File: src/rtl/out_ep_pkg.sv
// Shared types for the bulk OUT receive buffer.
package out_ep_pkg;
    // Receive side: waiting for a packet, filling a slot, or skipping a packet that has no room.
    typedef enum logic [1:0] {RX_IDLE, RX_FILL, RX_SKIP} rx_state_e;
endpackage

File: src/rtl/out_ep_mem.sv
// Two packet slots of SLOT_BYTES bytes each, with one write port and one
// asynchronous read port. The contents are not reset; the bookkeeping in the
// top module decides which bytes are valid.
module out_ep_mem #(
    parameter int SLOT_BYTES = 64,
    parameter int DATA_W     = 8,
    localparam int AW        = $clog2(SLOT_BYTES)
) (
    input  logic              clk,
    input  logic              wr_en,
    input  logic              wr_slot,
    input  logic [AW-1:0]     wr_addr,
    input  logic [DATA_W-1:0] wr_data,
    input  logic              rd_slot,
    input  logic [AW-1:0]     rd_addr,
    output logic [DATA_W-1:0] rd_byte
);
    logic [DATA_W-1:0] bank_q [2];

    for (genvar s = 0; s < 2; s++) begin : g_slot
        logic [DATA_W-1:0] mem [SLOT_BYTES];
        // Store the incoming byte when this slot is the write target.
        always_ff @(posedge clk) begin
            if (wr_en && int'(wr_slot) == s) mem[wr_addr] <= wr_data;
        end
        assign bank_q[s] = mem[rd_addr];
    end

    assign rd_byte = bank_q[rd_slot];
endmodule

File: src/rtl/out_ep_rxctl.sv
// Receive-side control. A slot is claimed on the first byte of a packet if
// one is free. Bytes are then counted. At the clean end strobe the packet is
// committed, or it is dropped if it overran the slot. Assumes rx_valid,
// rx_eop and rx_abort are never high in the same cycle.
module out_ep_rxctl
    import out_ep_pkg::*;
#(
    parameter int SLOT_BYTES = 64,
    localparam int AW        = $clog2(SLOT_BYTES),
    localparam int CW        = $clog2(SLOT_BYTES + 1)
) (
    input  logic          clk,
    input  logic          rst_n,
    input  logic          rx_valid,
    input  logic          rx_eop,
    input  logic          rx_abort,
    input  logic [1:0]    slot_full,
    input  logic          head,
    output logic          wr_en,
    output logic          wr_slot,
    output logic [AW-1:0] wr_addr,
    output logic          commit,
    output logic [CW-1:0] commit_cnt,
    output logic          overrun
);
    rx_state_e     st_q;
    logic          slot_q;
    logic [CW-1:0] cnt_q;
    logic          ovf_q;
    logic          any_free;
    logic          pick;
    logic          at_limit;

    assign any_free = ~(&slot_full);
    // If the head is empty both slots are empty, so the head is the oldest-to-be.
    assign pick     = slot_full[head] ? ~head : head;
    assign at_limit = (cnt_q == CW'(SLOT_BYTES));

    // Write strobe, slot and address for the byte on the input.
    always_comb begin
        wr_en   = rx_valid && (((st_q == RX_IDLE) && any_free) ||
                               ((st_q == RX_FILL) && !at_limit));
        wr_slot = (st_q == RX_IDLE) ? pick : slot_q;
        wr_addr = (st_q == RX_IDLE) ? '0 : cnt_q[AW-1:0];
    end

    assign commit     = (st_q == RX_FILL) && rx_eop && !ovf_q;
    assign overrun    = (st_q == RX_FILL) && rx_eop && ovf_q;
    assign commit_cnt = cnt_q;

    // Packet-level state: claim, count, flag overrun, finish.
    always_ff @(posedge clk) begin
        if (!rst_n) begin
            st_q   <= RX_IDLE;
            slot_q <= 1'b0;
            cnt_q  <= '0;
            ovf_q  <= 1'b0;
        end else begin
            case (st_q)
                RX_IDLE: if (rx_valid) begin
                    if (any_free) begin
                        st_q   <= RX_FILL;
                        slot_q <= pick;
                        cnt_q  <= CW'(1);
                        ovf_q  <= 1'b0;
                    end else begin
                        st_q <= RX_SKIP;
                    end
                end
                RX_FILL: begin
                    if (rx_eop || rx_abort) st_q <= RX_IDLE;
                    else if (rx_valid) begin
                        if (at_limit) ovf_q <= 1'b1;
                        else          cnt_q <= cnt_q + CW'(1);
                    end
                end
                RX_SKIP: if (rx_eop || rx_abort) st_q <= RX_IDLE;
                default: st_q <= RX_IDLE;
            endcase
        end
    end
endmodule

File: src/rtl/out_ep_rdctl.sv
// Processor read side. Each read strobe returns the next byte of the head
// packet, or zero when no packet is present. The last byte raises a release
// pulse for the head slot. Assumes head_cnt is non-zero whenever head_full is high.
module out_ep_rdctl #(
    parameter int SLOT_BYTES = 64,
    parameter int DATA_W     = 8,
    localparam int AW        = $clog2(SLOT_BYTES),
    localparam int CW        = $clog2(SLOT_BYTES + 1)
) (
    input  logic              clk,
    input  logic              rst_n,
    input  logic              rd_en,
    input  logic              head_full,
    input  logic [CW-1:0]     head_cnt,
    input  logic [DATA_W-1:0] rd_byte,
    output logic [AW-1:0]     rd_addr,
    output logic              release_o,
    output logic [DATA_W-1:0] rd_data
);
    logic [AW-1:0] rptr_q;
    logic          take;

    assign take      = rd_en && head_full;
    assign release_o = take && (CW'(rptr_q) + CW'(1) == head_cnt);
    assign rd_addr   = rptr_q;

    // Return a byte, or zero when empty, and step through the head packet.
    always_ff @(posedge clk) begin
        if (!rst_n) begin
            rptr_q  <= '0;
            rd_data <= '0;
        end else begin
            if (rd_en) rd_data <= head_full ? rd_byte : '0;
            if (take)  rptr_q  <= release_o ? '0 : rptr_q + AW'(1);
        end
    end
endmodule

File: src/rtl/out_ep_buf.sv
// Double-buffered bulk OUT endpoint receive buffer. Tracks which slot is full,
// the byte count of each slot and the head (oldest) slot. Derives the NAK
// level and keeps the sticky interrupt. Invariant: if the head slot is empty,
// the other slot is empty too.
module out_ep_buf #(
    parameter int SLOT_BYTES = 64,
    parameter int DATA_W     = 8,
    localparam int AW        = $clog2(SLOT_BYTES),
    localparam int CW        = $clog2(SLOT_BYTES + 1)
) (
    input  logic              clk,
    input  logic              rst_n,
    input  logic              rx_valid,
    input  logic [DATA_W-1:0] rx_data,
    input  logic              rx_eop,
    input  logic              rx_abort,
    input  logic              irq_clr,
    input  logic              rd_en,
    output logic              rx_overrun,
    output logic              ep_nak,
    output logic [DATA_W-1:0] rd_data,
    output logic [CW-1:0]     head_count,
    output logic              pkt_ready,
    output logic              irq
);
    logic [1:0]        full_q, full_nx;
    logic [CW-1:0]     cnt_q [2];
    logic              head_q;
    logic              irq_q;
    logic              wr_en, wr_slot, commit, release_w;
    logic [AW-1:0]     wr_addr, rd_addr;
    logic [CW-1:0]     commit_cnt;
    logic [DATA_W-1:0] rd_byte;

    out_ep_rxctl #(.SLOT_BYTES(SLOT_BYTES)) i_rx (
        .clk(clk), .rst_n(rst_n), .rx_valid(rx_valid), .rx_eop(rx_eop),
        .rx_abort(rx_abort), .slot_full(full_q), .head(head_q),
        .wr_en(wr_en), .wr_slot(wr_slot), .wr_addr(wr_addr),
        .commit(commit), .commit_cnt(commit_cnt), .overrun(rx_overrun)
    );

    out_ep_mem #(.SLOT_BYTES(SLOT_BYTES), .DATA_W(DATA_W)) i_mem (
        .clk(clk), .wr_en(wr_en), .wr_slot(wr_slot), .wr_addr(wr_addr),
        .wr_data(rx_data), .rd_slot(head_q), .rd_addr(rd_addr), .rd_byte(rd_byte)
    );

    out_ep_rdctl #(.SLOT_BYTES(SLOT_BYTES), .DATA_W(DATA_W)) i_rd (
        .clk(clk), .rst_n(rst_n), .rd_en(rd_en), .head_full(full_q[head_q]),
        .head_cnt(cnt_q[head_q]), .rd_byte(rd_byte), .rd_addr(rd_addr),
        .release_o(release_w), .rd_data(rd_data)
    );

    // Next slot occupancy: release of the head and commit of the written slot.
    always_comb begin
        full_nx = full_q;
        if (release_w) full_nx[head_q]  = 1'b0;
        if (commit)    full_nx[wr_slot] = 1'b1;
    end

    // Slot flags, byte counts and head pointer.
    always_ff @(posedge clk) begin
        if (!rst_n) begin
            full_q <= '0;
            head_q <= 1'b0;
            for (int s = 0; s < 2; s++) cnt_q[s] <= '0;
        end else begin
            full_q <= full_nx;
            if (commit)    cnt_q[wr_slot] <= commit_cnt;
            if (release_w) head_q <= ~head_q;
        end
    end

    // Sticky interrupt; a new packet wins over the clear strobe.
    always_ff @(posedge clk) begin
        if (!rst_n)       irq_q <= 1'b0;
        else if (commit)  irq_q <= 1'b1;
        else if (irq_clr) irq_q <= 1'b0;
    end

    assign pkt_ready  = full_q[head_q];
    assign head_count = pkt_ready ? cnt_q[head_q] : '0;
    assign ep_nak     = &full_q;
    assign irq        = irq_q;
endmodule

File: config.mk
export PLATFORM = sky130hd
export DESIGN_NAME = out_ep_buf
export DESIGN_NICKNAME = d
export VERILOG_FILES = /design/src/rtl/out_ep_pkg.sv /design/src/rtl/out_ep_mem.sv /design/src/rtl/out_ep_rxctl.sv /design/src/rtl/out_ep_rdctl.sv /design/src/rtl/out_ep_buf.sv
export SDC_FILE = /design/constraint.sdc
export NUM_CORES = 1
export LEC_CHECK = 0
export CELL_PAD_IN_SITES_DETAIL_PLACEMENT = 2
export CELL_PAD_IN_SITES_GLOBAL_PLACEMENT = 2
export CORE_UTILIZATION = 35
export DETAILED_ROUTE_END_ITERATION = 6
export PLACE_DENSITY_LB_ADDON = 0.1
export SLEW_MARGIN = 40
export SYNTH_ARGS = -nofsm -noshare
export SYNTH_HDL_FRONTEND = slang
export SYNTH_SLANG_ARGS = --single-unit
File: constraint.sdc
create_clock -name clk -period 3.05 [get_ports clk]
set_clock_uncertainty 0.15 [all_clocks]
set_input_delay 0.305 -clock clk [delete_from_list [all_inputs] [get_ports clk]]
set_output_delay 0.305 -clock clk [all_outputs]
set_load 0.005 [all_outputs]
Yosys cells after proc, flatten, opt, wreduce, memory -nomap -nowiden. Memories as Yosys holds them, arrays and structs flattened. A register that Yosys moved wholly into a read port is not among the register bits. Cells that the tools add are included. W data, S select, Z words.

Bits in writable memories: 1038. Output and inout bits: 19. Memories kept: 3. Word-level logic and storage cells: 116. Latch bits: 0. Bits in read-only memories: 0. Register bits: 29. Input bits: 15.

Memories: i_mem.g_slot[0].mem (depth 64, bits a word 8, read ports 1, clocked after memory_dff 1, write ports 1, line out_ep_mem.sv:21) `logic [DATA_W-1:0] mem [SLOT_BYTES];`; i_mem.g_slot[1].mem (depth 64, bits a word 8, read ports 1, clocked after memory_dff 1, write ports 1, line out_ep_mem.sv:21); cnt_q (depth 2, bits a word 7, read ports 1, clocked after memory_dff 1, write ports 2, line out_ep_buf.sv:27) `logic [CW-1:0] cnt_q [2];`.

Eq/ne operators: 11. Reductions and logical operators: 26. $mul: 0. Shift operators: 0. Muxes and demuxes: 52. Order comparisons: 5. Bitwise logic cells: 7. Divide/modulo/power cells: 0. Add/subtract/negate cells: 3.

Operator list (number): $mux W7 (7); $mux W6 (6); $mux W8 (4); $mux W1 (25); $pmux W7 S2 (1); $logic_and A1 B1 Y1 (12); $reduce_and A6 Y1 (2); $mux W2 (5); $ne A2 B2 Y1 const B (5); $add A6 B1 Y7 const B (1); $add A7 B1 Y7 const B (1); $eq A7 B7 Y1 (1); $eq A7 B7 Y1 const B (1); $reduce_or A7 Y1 (1); $add A6 B1 Y6 const B (1); $lt A1 B2 Y1 const B (2); $ne A2 B1 Y1 const B (2); $pmux W2 S2 (1); $reduce_and A2 Y1 (2); $reduce_bool A2 Y1 (2); $not A1 Y1 (3); $reduce_and A3 Y1 (1); $and A2 B2 Y2 (1); $demux W1 S1 (2); other kinds (12) (15).

Longest topological paths before layout.
Depth after elaboration: 10. Depth in mapped cells: 11. Gate-level depth less buffers: 8.

By module. A second synthesis with hierarchy kept.

Cells, all modules: 1903. Area, all modules: 42005.3 um2.

By module, submodules not included: out_ep_mem (sequential area each 30749.5 um2, cells an instance 1634, times used 1, area an instance 39542.9 um2); out_ep_buf (sequential area each 520.5 um2, cells an instance 76, times used 1, area an instance 872.1 um2); out_ep_rdctl (sequential area each 280.3 um2, cells an instance 96, times used 1, area an instance 809.5 um2); out_ep_rxctl (sequential area each 220.2 um2, cells an instance 97, times used 1, area an instance 780.7 um2).

Least setup slack after synthesis. Ideal clock, no wire load.

Kind: reg2reg. From: reg i_rx.cnt_q[0], in the netlist i_rx.commit_cnt[0]. To: mem i_mem.g_slot[1].mem[24][0], enable pin. Data required time: 2530 ps. Data arrival time: 2004 ps. Library setup time: 370 ps. Slack: 525 ps. Clock period less this slack: 2525 ps. Buffers on the path: 1. Cell stages (with the launch flop): 9. Path through: dfxtp_1 > clkbuf_1 > inv_1 > ha_1 > nand4_1 > nand4b_1 > nor3_1 > nand3_1 > nor2_1.

Longest elaborated chain between the ends: 8. Elaborated cells on any way between the ends: 9. Those cells by class: eq/ne: 1; mux: 3; reduce/logical: 5.

RTL lines: start, declared (line out_ep_rxctl.sv:28) `logic [CW-1:0] cnt_q;`; start signal, assigned (line out_ep_rxctl.sv:74) `else cnt_q <= cnt_q + CW'(1);`; $eq A7 B7 Y1 (line out_ep_rxctl.sv:37) `assign at_limit = (cnt_q == CW'(SLOT_BYTES));`; $logic_not A1 Y1 (line out_ep_rxctl.sv:42) `((st_q == RX_FILL) && !at_limit));`; $logic_and A1 B1 Y1 (line out_ep_rxctl.sv:42); $logic_or A1 B1 Y1 (line out_ep_rxctl.sv:41) `wr_en = rx_valid && (((st_q == RX_IDLE) && any_free) ||`; $logic_and A1 B1 Y1 (line out_ep_rxctl.sv:41); $logic_and A1 B1 Y1 (line out_ep_mem.sv:24) `if (wr_en && int'(wr_slot) == s) mem[wr_addr] <= wr_data;`; $mux W1 (line out_ep_mem.sv:24); $mux W1 (implied by the code) (line out_ep_mem.sv:24); end, declared (line out_ep_mem.sv:21).

Several ways; a longest one is shown, not always the timed one.

==> results <==
- The cell chosen for the clock root is sky130_fd_sc_hd__clkbuf_16.
- The largest total area in the synthesized netlist belongs to sky130_fd_sc_hd__edfxtp_1.
- The first global-routing pass estimated 179000 µm of wire.
- The part of the power in combinational logic is under 10%.
- The total overflow left after global routing is 0.
- At the pin with the least slew margin, the transition time is a little under 0.9 ns.
- The count of standard-cell rows is 126.
- By startpoint and endpoint, the worst setup path is classified as flop to flop.
- For this block, the initial DRC count from the detailed router was ~1800.
- Setup violations remaining at the end of the flow were counted as 0.
- The count of final max-slew check failures is 0.
- Across the run, the number of max-cap violations was 0.
- The cell family contributing the most delay on the critical path is multiplexers.
- The multi-input logic area is 9630 µm².
- The internal power of the cells totals about 0.025 W.
- The number of levels in the clock H-tree is 3.
- For this run, the leading register cell type out of synthesis is sky130_fd_sc_hd__edfxtp_1.
- From synthesis to final layout, the design area changed by 19.1%.
- The final wirelength is between 100000 and 150000 µm.
- In the finished design, the share of the clock period the worst path needs comes to roughly 97%.
- The summed instance area of the synthesized netlist is approximately 42000 µm².
- The clock drives 1074 sinks.
- Setup slack closes at roughly 0.08 ns.
- Yosys attributes the largest share of cell area to sky130_fd_sc_hd__edfxtp_1 74%, sky130_fd_sc_hd__mux4_2 13%, sky130_fd_sc_hd__mux2i_1 2.8%, sky130_fd_sc_hd__dfxtp_1 1.7%, sky130_fd_sc_hd__nor2_1 1.6%.
- The number of iterations in the first detailed-routing pass is 5.
- The largest buffer count on any clock path is 3.
- The area of all placed cells without fillers is 50200 µm².
- The largest single stage delay on the critical path is 0.57 ns.
- In this run the count of I/O pins placed on the die edge is 34.
- On the critical path, the stage with the largest delay is an instance of sky130_fd_sc_hd__o21ai_0.
- Cells with a size suffix above 1 make up between 20% and 30% of the layout.
- The die is between 300 and 400 µm tall.
- The clock reaches the later pin of the worst-skew pair after 0.69 ns.
- The commonest cells after synthesis are 1038 x sky130_fd_sc_hd__edfxtp_1, 235 x sky130_fd_sc_hd__mux4_2, 175 x sky130_fd_sc_hd__nor2_1.
- The worst min-delay path class is input port to flop.
- The part of the total power dissipated in sequential elements is around half.
- The critical path goes through buf_12 > buf_12 > mux4_2 > mux4_2 > o21ai_0 > o2bb2ai_1.
- The critical path contains buffers and inverters numbering 2 combined.
- The clock network accounts for about 45% of the total power.
- Synthesis handed over a netlist of approximately 2100 instances.
- The initial antenna violation count is 2.
- At the worst endpoint, the required time is between 3 and 4 ns.
- STA classifies the critical path endpoint as a flop.
- The flow ran to the end, and the final reports show no timing, DRC or antenna violations.
- At the placement stage, the worst setup path has a slack of -0.0541 ns.
- The via density per instance is ~5.3.
- Input and output buffers added on the ports amount to 33.
- After synthesis, the largest area contributor takes up 74.0% of total cell area.
- Setup repair after global routing left no endpoint under its margin.
- The average size of a mapped cell is 19.9 µm².
- Static timing analysis puts the maximum clock frequency at approximately 340 MHz.
- The total routing usage reported by global routing is approximately 21%.
- The number of nets in the layout is 2445.
- Once the floorplan was initialized, standard cells occupied a little over a third of the core.
- Counting tap cells, the placed design contains a total of between 3000 and 4000 instances.
- The placed wire-length estimate after detailed placement is about 81000 µm.
- The antenna violation net count after detailed routing is 0.
- In this run, distinct cell masters in the synthesized netlist total roughly 60.
- The routed layout has between 20000 and 25000 vias.
- Yosys mapped a number of flops with a built-in enable equal to between 1000 and 1500.
- In the synthesized netlist the async set-or-reset flop fraction comes to 0%.
- Buffers added to address setup during post-CTS repair amount to 0.
- Across the whole layout, storage elements account for 31900 µm².
- The die extent in x is between 300 and 400 µm.
- The total die area is roughly 120000 µm².
- The static leakage power is about 15 nW.
- The maximum fanout along the worst path is 17.
- The share of the core filled with cells is ~42%.
- After clock tree synthesis, the clock-pin slew on the worst setup and hold paths is 0.06 ns.
- The core region is 119000 µm².
- The leading cell type by number of instances after synthesis is sky130_fd_sc_hd__edfxtp_1.
- The maximum resistive drop on vdd is about 0.00047 V.
- The average wire length per cell after detail routing is 30.0 µm.
- The net switching power is ~0.0065 W.
- The share of synthesized area occupied by flip-flops and latches is between 70% and 80%.
- The standard cell area after detailed placement is ~46000 µm².
- The proportion of total power due to net switching is 20.7%.
- The count of final hold-check violations is 0.
- The via count of the first global-routing pass is ~24000.
- The fill cell instance count of the final layout is 10900.
- The maximum number of pins on one net before global-route repair is 129.
- The number of buffers created by CTS is around 120.
- Routability-driven placement finished with a final weighted congestion of around 0.82.
- The data arrival time of the critical path is around 3.4 ns.
- The power density relative to cell area is 625 nW/µm².
- The worst setup path is launched from a flop.
- The residual DRC count is 0.
- In this run the tightest slew margin relative to its limit is 41.8%.
- The finished layout holds between 4000 and 5000 standard cells, fillers aside.
- The synthesized netlist net count is 2131.
- The CTS tree is yes.
- The clock period could shrink to just under 3 ns.
- The number of warnings reported in the yosys synthesis log is 0.
- The post-synthesis sequential element count is ~1100.
## state kept, by name, indices dropped and copies added, names as in the netlist, named ones only
signal and count:
cnt_q 14, i_rx.st_q 2, i_rx.commit_cnt 7, i_rx.slot_q 1
i_rx.ovf_q 1, i_mem.g_slot.mem 1024, i_rd.rd_addr 6, i_rd.rd_data 8
irq 1, head_q 1, full_q 2
## power by group through the flow
| stage | registers (W) | logic (W) | clock network [W] |
|---|---|---|---|
| 6_report | 0.0162 | 0.000897 | 0.0142 |
| 5_1_grt | 0.0162 | 0.000962 | 0.0151 |
| 4_1_cts | 0.0162 | 0.000923 | 0.0146 |
| 3_5_place_dp | 0.0165 | 0.000917 | 0 |
| 3_3_place_gp | 0.0165 | 0.000886 | 0 |
| 2_1_floorplan | 0.0165 | 0.000351 | 0 |
## logic make-up (layout without fill, tap and decap cells)
family	count (synthesis)	after routing	synth area share, %
flip-flops	1074	1074	75.7
AND/OR/NAND/NOR	380	380	4.17
multiplexers	355	355	15.4
AO/OA/AOI/OAI	166	166	2.76
buffers and inverters	120	535	1.44
XOR/XNOR	11	11	0.327
adder cells (fa/ha/maj)	5	5	0.149
other	0	1	0
## final cells by class
type,count,area share (%)
Clock inverter,70,1.35
Timing Repair Buffer,307,5.47
Multi-Input combinational cell,917,19.2
Tap cell,1600,3.99
Sequential cell,1074,63.6
Clock buffer,150,6.33
Inverter,8,0.0599
Antenna cell,1,0.00499
## worst paths after layout
path,cells past startpoint,from,slack (ns),to
worst max-delay path,6,flop,0.08,i_rd.rd_data[6]$_SDFFE_PN0P_
worst min-delay path,1,rx_data[6],0.03,i_mem.g_slot[0].mem[27][6]$_DFFE_PP_
worst max register to register,6,flop,0.08,i_rd.rd_data[6]$_SDFFE_PN0P_
worst min register to register,2,i_rd.rd_data[5]$_SDFFE_PN0P_,0.35,i_rd.rd_data[5]$_SDFFE_PN0P_
## layer usage
metal / global-route usage, % / part of all wire, % / up-vias
met4: 6.48 / 2.8 / 0
li1: - / - / 9306
met2: 33.4 / 48 / 463
met5: 0 / 0 / -
met1: 29.0 / 45 / 11900
met3: 2.83 / 4.1 / 156
## per-stage QoR
step / setup TNS [ns] / total power, W / hold WS [ns]
after CTS: 0 / 0.0317 / 0.0146
after detailed placement: -0.0541 / 0.0174 / 0.319
after global placement: 0 / 0.0174 / 0.325
after floorplan: 0 / 0.0169 / 0.254
after global routing: 0 / 0.0322 / 0.0481
final: 0 / 0.0313 / 0.0323
## worst reg2reg max path: stages (launching register included)
cell and delay (ns):
sky130_fd_sc_hd__dfxtp_4 0.51, sky130_fd_sc_hd__buf_12 0.24, sky130_fd_sc_hd__buf_12 0.22, sky130_fd_sc_hd__mux4_2 0.57, sky130_fd_sc_hd__mux4_2 0.47, sky130_fd_sc_hd__o21ai_0 0.57, sky130_fd_sc_hd__o2bb2ai_1 0.11
## repair_timing
| item | 4_1_cts | 5_1_grt |
|---|---|---|
| setup endpoints to repair | 20 | 9 |
| hold buffers | 5 | 0 |
| pin swaps | 0 | 0 |
| resized for setup | 2 | 4 |
| hold endpoints to repair | 120 | 0 |
| gates cloned | 0 | 0 |
## placed cells by master, fill, tap and decap left out, types with 17 or more instances in the layout
master / instances
sky130_fd_sc_hd__a21oi_1: 30
sky130_fd_sc_hd__a22oi_1: 37
sky130_fd_sc_hd__buf_12: 28
sky130_fd_sc_hd__buf_4: 246
sky130_fd_sc_hd__clkbuf_1: 24
sky130_fd_sc_hd__clkbuf_16: 120
sky130_fd_sc_hd__clkdlybuf4s50_1: 25
sky130_fd_sc_hd__clkinv_1: 21
sky130_fd_sc_hd__clkinv_2: 23
sky130_fd_sc_hd__dfxtp_1: 31
sky130_fd_sc_hd__edfxtp_1: 1038
sky130_fd_sc_hd__mux2i_1: 119
sky130_fd_sc_hd__mux4_2: 235
sky130_fd_sc_hd__nand2_1: 75
sky130_fd_sc_hd__nand3_1: 38
sky130_fd_sc_hd__nor2_1: 174
sky130_fd_sc_hd__nor2b_1: 17
sky130_fd_sc_hd__o21ai_0: 20
No activity file was read; power rests on OpenSTA's default activity.
